===== config.mk =====
export PLATFORM = sky130hd
export DESIGN_NAME = term_cal_ctrl
export DESIGN_NICKNAME = d
export VERILOG_FILES = /design/src/rtl/tcal_pkg.sv /design/src/rtl/tcal_sync.sv /design/src/rtl/tcal_step.sv /design/src/rtl/term_cal_ctrl.sv
export SDC_FILE = /design/constraint.sdc
export NUM_CORES = 1
export LEC_CHECK = 0
export ABC_AREA = 1
export BUFFER_PORTS_ARGS = -buffer_cell sky130_fd_sc_hd__buf_2
export CAP_MARGIN = 10
export CORE_ASPECT_RATIO = 1.1
export CORE_UTILIZATION = 55
export DETAILED_ROUTE_END_ITERATION = 10
export GPL_ROUTABILITY_DRIVEN = 0
export HOLD_SLACK_MARGIN = 0.03
export PLACE_DENSITY_LB_ADDON = 0.15
export SLEW_MARGIN = 20
export SYNTH_ARGS = -nofsm -noshare
export SYNTH_HDL_FRONTEND = slang
export SYNTH_SLANG_ARGS = --single-unit

===== constraint.sdc =====
create_clock -name clk -period 4.6 [get_ports clk]
set_input_delay 1.38 -clock clk [delete_from_list [all_inputs] [get_ports clk]]
set_output_delay 1.38 -clock clk [all_outputs]
set_load 0.1 [all_outputs]

===== src/rtl/tcal_pkg.sv =====
package tcal_pkg;
    typedef enum logic [1:0] {
        ST_IDLE   = 2'd0,
        ST_SAMPLE = 2'd1,
        ST_SEARCH = 2'd2
    } tcal_state_e;
endpackage


===== src/rtl/tcal_sync.sv =====
module tcal_sync #(
    parameter int STAGES = 2
) (
    input  logic clk,
    input  logic rst_n,
    input  logic async_i,
    output logic sync_o
);
    logic [STAGES-1:0] chain_q;

    always_ff @(posedge clk or negedge rst_n) begin
        if (!rst_n) chain_q <= '0;
        else        chain_q <= {chain_q[STAGES-2:0], async_i};
    end

    assign sync_o = chain_q[STAGES-1];
endmodule


===== src/rtl/tcal_step.sv =====
module tcal_step #(
    parameter int W = 5
) (
    input  logic [W-1:0] cur_i,
    input  logic         up_i,
    input  logic         dbl_i,
    output logic [W-1:0] nxt_o
);
    localparam int MAXV = (1 << W) - 1;

    logic [W:0] amt;
    logic [W:0] sum;

    always_comb begin
        amt = dbl_i ? (W+1)'(2) : (W+1)'(1);
        sum = {1'b0, cur_i} + amt;
        if (up_i) begin
            nxt_o = (sum > (W+1)'(MAXV)) ? W'(MAXV) : sum[W-1:0];
        end else begin
            nxt_o = ({1'b0, cur_i} < amt) ? '0 : W'({1'b0, cur_i} - amt);
        end
    end
endmodule


===== src/rtl/term_cal_ctrl.sv =====
module term_cal_ctrl #(
    parameter int CODE_W     = 5,
    parameter int START_CODE = 16,
    parameter int SETTLE     = 3,
    parameter int SYNC_STG   = 2
) (
    input  logic              clk,
    input  logic              rst_n,
    input  logic              start_i,
    input  logic              cmp_i,
    input  logic              couple_en_i,
    output logic [CODE_W-1:0] trial_code_o,
    output logic [CODE_W-1:0] ref_code_o,
    output logic [CODE_W-1:0] loc_code_o,
    output logic              busy_o,
    output logic              done_o,
    output logic              err_o
);
    import tcal_pkg::*;

    localparam int                 MAXV   = (1 << CODE_W) - 1;
    localparam int                 SW     = $clog2(SETTLE + 1);
    localparam logic [SW-1:0]      WAIT0  = SW'(SETTLE - 1);
    localparam logic [CODE_W-1:0]  CSTART = CODE_W'(START_CODE);

    typedef struct packed {
        tcal_state_e       state;
        logic [CODE_W-1:0] trial;
        logic [CODE_W-1:0] loc;
        logic [CODE_W-1:0] ref_pub;
        logic [CODE_W-1:0] loc_pub;
        logic [SW-1:0]     wait_cnt;
        logic              dir_up;
        logic              done;
        logic              err;
    } ctrl_t;

    ctrl_t r_d, r_q;

    logic              cmp_s;
    logic              up_sel;
    logic              at_lim;
    logic [CODE_W-1:0] trial_nxt;
    logic [CODE_W-1:0] loc_nxt;

    tcal_sync #(.STAGES(SYNC_STG)) sync_i (
        .clk     (clk),
        .rst_n   (rst_n),
        .async_i (cmp_i),
        .sync_o  (cmp_s)
    );

    // direction: freshly sampled in the first window, remembered afterwards
    assign up_sel = (r_q.state == ST_SAMPLE) ? cmp_s : r_q.dir_up;
    assign at_lim = up_sel ? (r_q.trial == CODE_W'(MAXV)) : (r_q.trial == '0);

    tcal_step #(.W(CODE_W)) ref_step_i (
        .cur_i (r_q.trial),
        .up_i  (up_sel),
        .dbl_i (1'b0),
        .nxt_o (trial_nxt)
    );

    tcal_step #(.W(CODE_W)) loc_step_i (
        .cur_i (r_q.loc),
        .up_i  (up_sel),
        .dbl_i (couple_en_i),
        .nxt_o (loc_nxt)
    );

    always_comb begin
        r_d      = r_q;
        r_d.done = 1'b0;
        if (r_q.wait_cnt != '0) r_d.wait_cnt = r_q.wait_cnt - SW'(1);

        unique case (r_q.state)
            ST_IDLE: begin
                if (start_i) begin
                    r_d.state    = ST_SAMPLE;
                    r_d.trial    = CSTART;
                    r_d.loc      = CSTART;
                    r_d.wait_cnt = WAIT0;
                    r_d.err      = 1'b0;
                end
            end
            ST_SAMPLE, ST_SEARCH: begin
                if (r_q.wait_cnt == '0) begin
                    if (r_q.state == ST_SEARCH && cmp_s != r_q.dir_up) begin
                        r_d.state   = ST_IDLE;
                        r_d.done    = 1'b1;
                        r_d.ref_pub = r_q.trial;
                        r_d.loc_pub = r_q.loc;
                    end else if (at_lim) begin
                        r_d.state = ST_IDLE;
                        r_d.err   = 1'b1;
                    end else begin
                        r_d.state    = ST_SEARCH;
                        r_d.dir_up   = up_sel;
                        r_d.trial    = trial_nxt;
                        r_d.loc      = loc_nxt;
                        r_d.wait_cnt = WAIT0;
                    end
                end
            end
            default: r_d.state = ST_IDLE;
        endcase
    end

    always_ff @(posedge clk or negedge rst_n) begin
        if (!rst_n) begin
            r_q.state    <= ST_IDLE;
            r_q.trial    <= CSTART;
            r_q.loc      <= CSTART;
            r_q.ref_pub  <= CSTART;
            r_q.loc_pub  <= CSTART;
            r_q.wait_cnt <= '0;
            r_q.dir_up   <= 1'b0;
            r_q.done     <= 1'b0;
            r_q.err      <= 1'b0;
        end else begin
            r_q <= r_d;
        end
    end

    assign trial_code_o = r_q.trial;
    assign ref_code_o   = r_q.ref_pub;
    assign loc_code_o   = r_q.loc_pub;
    assign busy_o       = (r_q.state != ST_IDLE);
    assign done_o       = r_q.done;
    assign err_o        = r_q.err;
endmodule


==> summary.txt <==
Synth
  – Adder-cell area share of the yosys netlist: 8.820%
  – Net Count, Synth: 294
  – Predominant post-synthesis flop cell: dfrtp_1
  – Simple-Gate Fraction of Synth Area: 31.24%
  – Post-synth top area share: 31.06%
  – Leading post-synthesis cells by cell area: dfrtp_1 31%, nand2_1 18%, ha_1 6.8%
  – Area leader, netlist: dfrtp_1
  – Asr flop ratio synth: 100.0%
  – Yosys cell types: 25
  – Post-synth EDFFs: 0
  – Top post-synthesis cells by count: 98 x nand2_1, 29 x inv_1, 25 x dfrtp_1
  – Post-synthesis mux area share: 0%
  – Synthesized flop and latch total: 29
  – Largest family of logic cells by synthesized area: simple AND/OR/NAND/NOR gates
  – Seq/Total Area, Yosys: 36.27%
  – Mapped Area: 2014 um^2
  – Most numerous cell in the Yosys netlist: nand2_1
  – Mapped Cells: 276
  – Syn. warnings: 0
  – Avg Cell Area, Syn: 7.299 um^2
  – Xor and xnor area share after synthesis: 1.739%
  – Compound-gate portion of the synthesized area: 8.696%

Clock tree
  – Clock Tree Root: clkbuf_4
  – H-tree depth: 2
  – Post-CTS setup buffer count: 0
  – CTS tree: yes
  – Post-CTS Hold Fix Bufs: 0
  – Clock transition at path regs: 0.08 ns
  – Post-CTS sizing: 0
  – CTS buffer count: 5
  – Worst skew pair latency: 0.33 ns
  – Maximum clock path buffer count: 2
  – CTS Sinks: 29

Global route
  – GR Util All Layers: 22.36%
  – Largest net degree at the start of global routing: 30
  – Initial antenna violation count: 0
  – Vias in the first global route: 1490
  – First-pass GRT wire length: 6499 um
  – Grt ovf: 0

Floorplanning
  – IO Pins: 23
  – Site Rows: 22
  – Core area: 3413 um^2
  – Die width: 59.71 um
  – Initial Util: 59.02%
  – Die height: 65.48 um
  – Die area: 3909 um^2

Layout
  – Synthesis-to-finish area growth: 4.845%
  – Diode count: 0
  – Fill cell total of the finished layout: 345
  – Layout cell share with drive strength beyond 1: 17.83%
  – Nets: 303

Route
  – Initial DRC count: 74
  – Routed Wire Length: 3707 um
  – DR WL/cell: 11.10 um
  – Vias per std cell: 5.018
  – Vias: 1676
  – Remaining DRCs: 0
  – DR pass1 iterations: 4
  – Post-route ant nets: 0

Setup path
  – R2R setup slack: 2.62 ns
  – Worst EP arrival: 1.60 ns
  – Worst Path Max Fanout: 4
  – Worst r2r src: r_q[25]$_DFFE_PN0P_
  – Crit path required time: 3.22 ns
  – Critical path origin: r_q[25]$_DFFE_PN0P_
  – Worst-path cell chain: inv_1 -> ha_1 -> inv_1 -> buf_2
  – CP endpoint kind: primary output
  – CP Launch Type: flip-flop
  – CP max stage cell: buf_2
  – Most used cell, CP: inv_1
  – Slowest cell delay on critical path: 0.44 ns
  – WS Path Type: reg2out

Timing
  – Final hold violations: 0
  – Slew Limit Headroom: 58.44%
  – Hold WS: 0.3552 ns
  – Worst slew pin tran: 0.6234 ns
  – Minimum clock period: 2.979 ns
  – RSZ-0062 raised after global routing: no
  – Setup Viol. Count Final: 0
  – Setup TNS: 0 ns
  – Final Skew: 0.02125 ns
  – Max-slew violations: 0
  – Final critical-path share of the clock period: 64.76%
  – FMAX: 335.7 MHz

Placement
  – Input/output buffers: 22
  – DP HPWL: 2773 um

Run
  – Max-Cap Viols: 0

Hold path
  – Hold path start: sync_i.chain_q[0]$_DFF_PN0_
  – Min-delay worst type: reg2reg

Run status
  – Status: finished, final reports clean
[registers in the layout, indices dropped and copies added, names as in the netlist]
name            count
done_o              1
err_o               1
loc_code_o          5
r_q                10
ref_code_o          5
sync_i.chain_q      2
trial_code_o        5
[per-layer routing]
metal  up-vias  wire length, um  track usage [%]  part of all wire, %
met5         -                0                0                    0
met4         0               46            7.267                  1.2
met3         6              161            5.906                  4.3
met2        41             1735            35.97                   47
met1       760             1763            28.88                   48
li1        869                -                -                    -
[cell type report]
cell class | instances | area [um^2] | area share (%)
Multi-Input combinational cell | 194 | 1017 | 48.16
Sequential cell | 29 | 730.7 | 34.60
Inverter | 33 | 123.9 | 5.865
Timing Repair Buffer | 22 | 110.1 | 5.213
Clock buffer | 7 | 65.06 | 3.081
Tap cell | 48 | 60.06 | 2.844
Clock inverter | 1 | 5.005 | 0.2370
[metrics by stage]
step | utilization [%] | std cells | worst slack [ns] | area, um^2
after global routing | 61.88 | 334 | 1.485 | 2112
after detailed placement | 59.82 | 326 | 1.666 | 2042
final | 61.88 | 334 | 1.621 | 2112
after CTS | 61.88 | 334 | 1.599 | 2112
after floorplan | - | 276 | 1.909 | 2014
after global placement | 59.82 | 326 | 1.705 | 2042
[worst paths after layout]
path | cells past startpoint | endpoint
setup / recovery | 4 | busy_o
hold / removal | 0 | sync_i.chain_q[1]$_DFF_PN0_
setup reg to reg | 9 | r_q[16]$_DFFE_PN0P_
hold reg to reg | 0 | sync_i.chain_q[1]$_DFF_PN0_
max in group asynchronous | 1 | r_q[15]$_DFFE_PN0P_
min in group asynchronous | 1 | r_q[3]$_DFF_PN0_
[worst max-delay path, delay by kind of cell, from the launching register on]
family | cells | cell delay, ns
DFF | 1 | 0.40
buffers and inverters | 3 | 0.64
adders and majority gates | 1 | 0.23
[cell usage in the layout (no fill, tap or decap), drive strengths merged]
cell type  instances
nand2             99
inv               32
dfrtp             25
nor2              25
buf               22
nand3             19
o21ai             17
ha                11
a21oi              8
nand4              7
clkbuf             7
dfstp              4
xor2               3
fa                 2
clkinv             2
a311oi             1
xnor2              1
nand3b             1
[logic make-up after synthesis]
kind of cell	after synthesis
xor gates and xnor gates	4
buffers and inverters	53
and+or+nand+nor	151
AOI/OAI and AO/OA	26
adders and majority gates	13
DFF	29
Power is left out: the tool's default activity adds up to more than one toggle a clock period on the data nets, which glitch-free logic cannot reach.
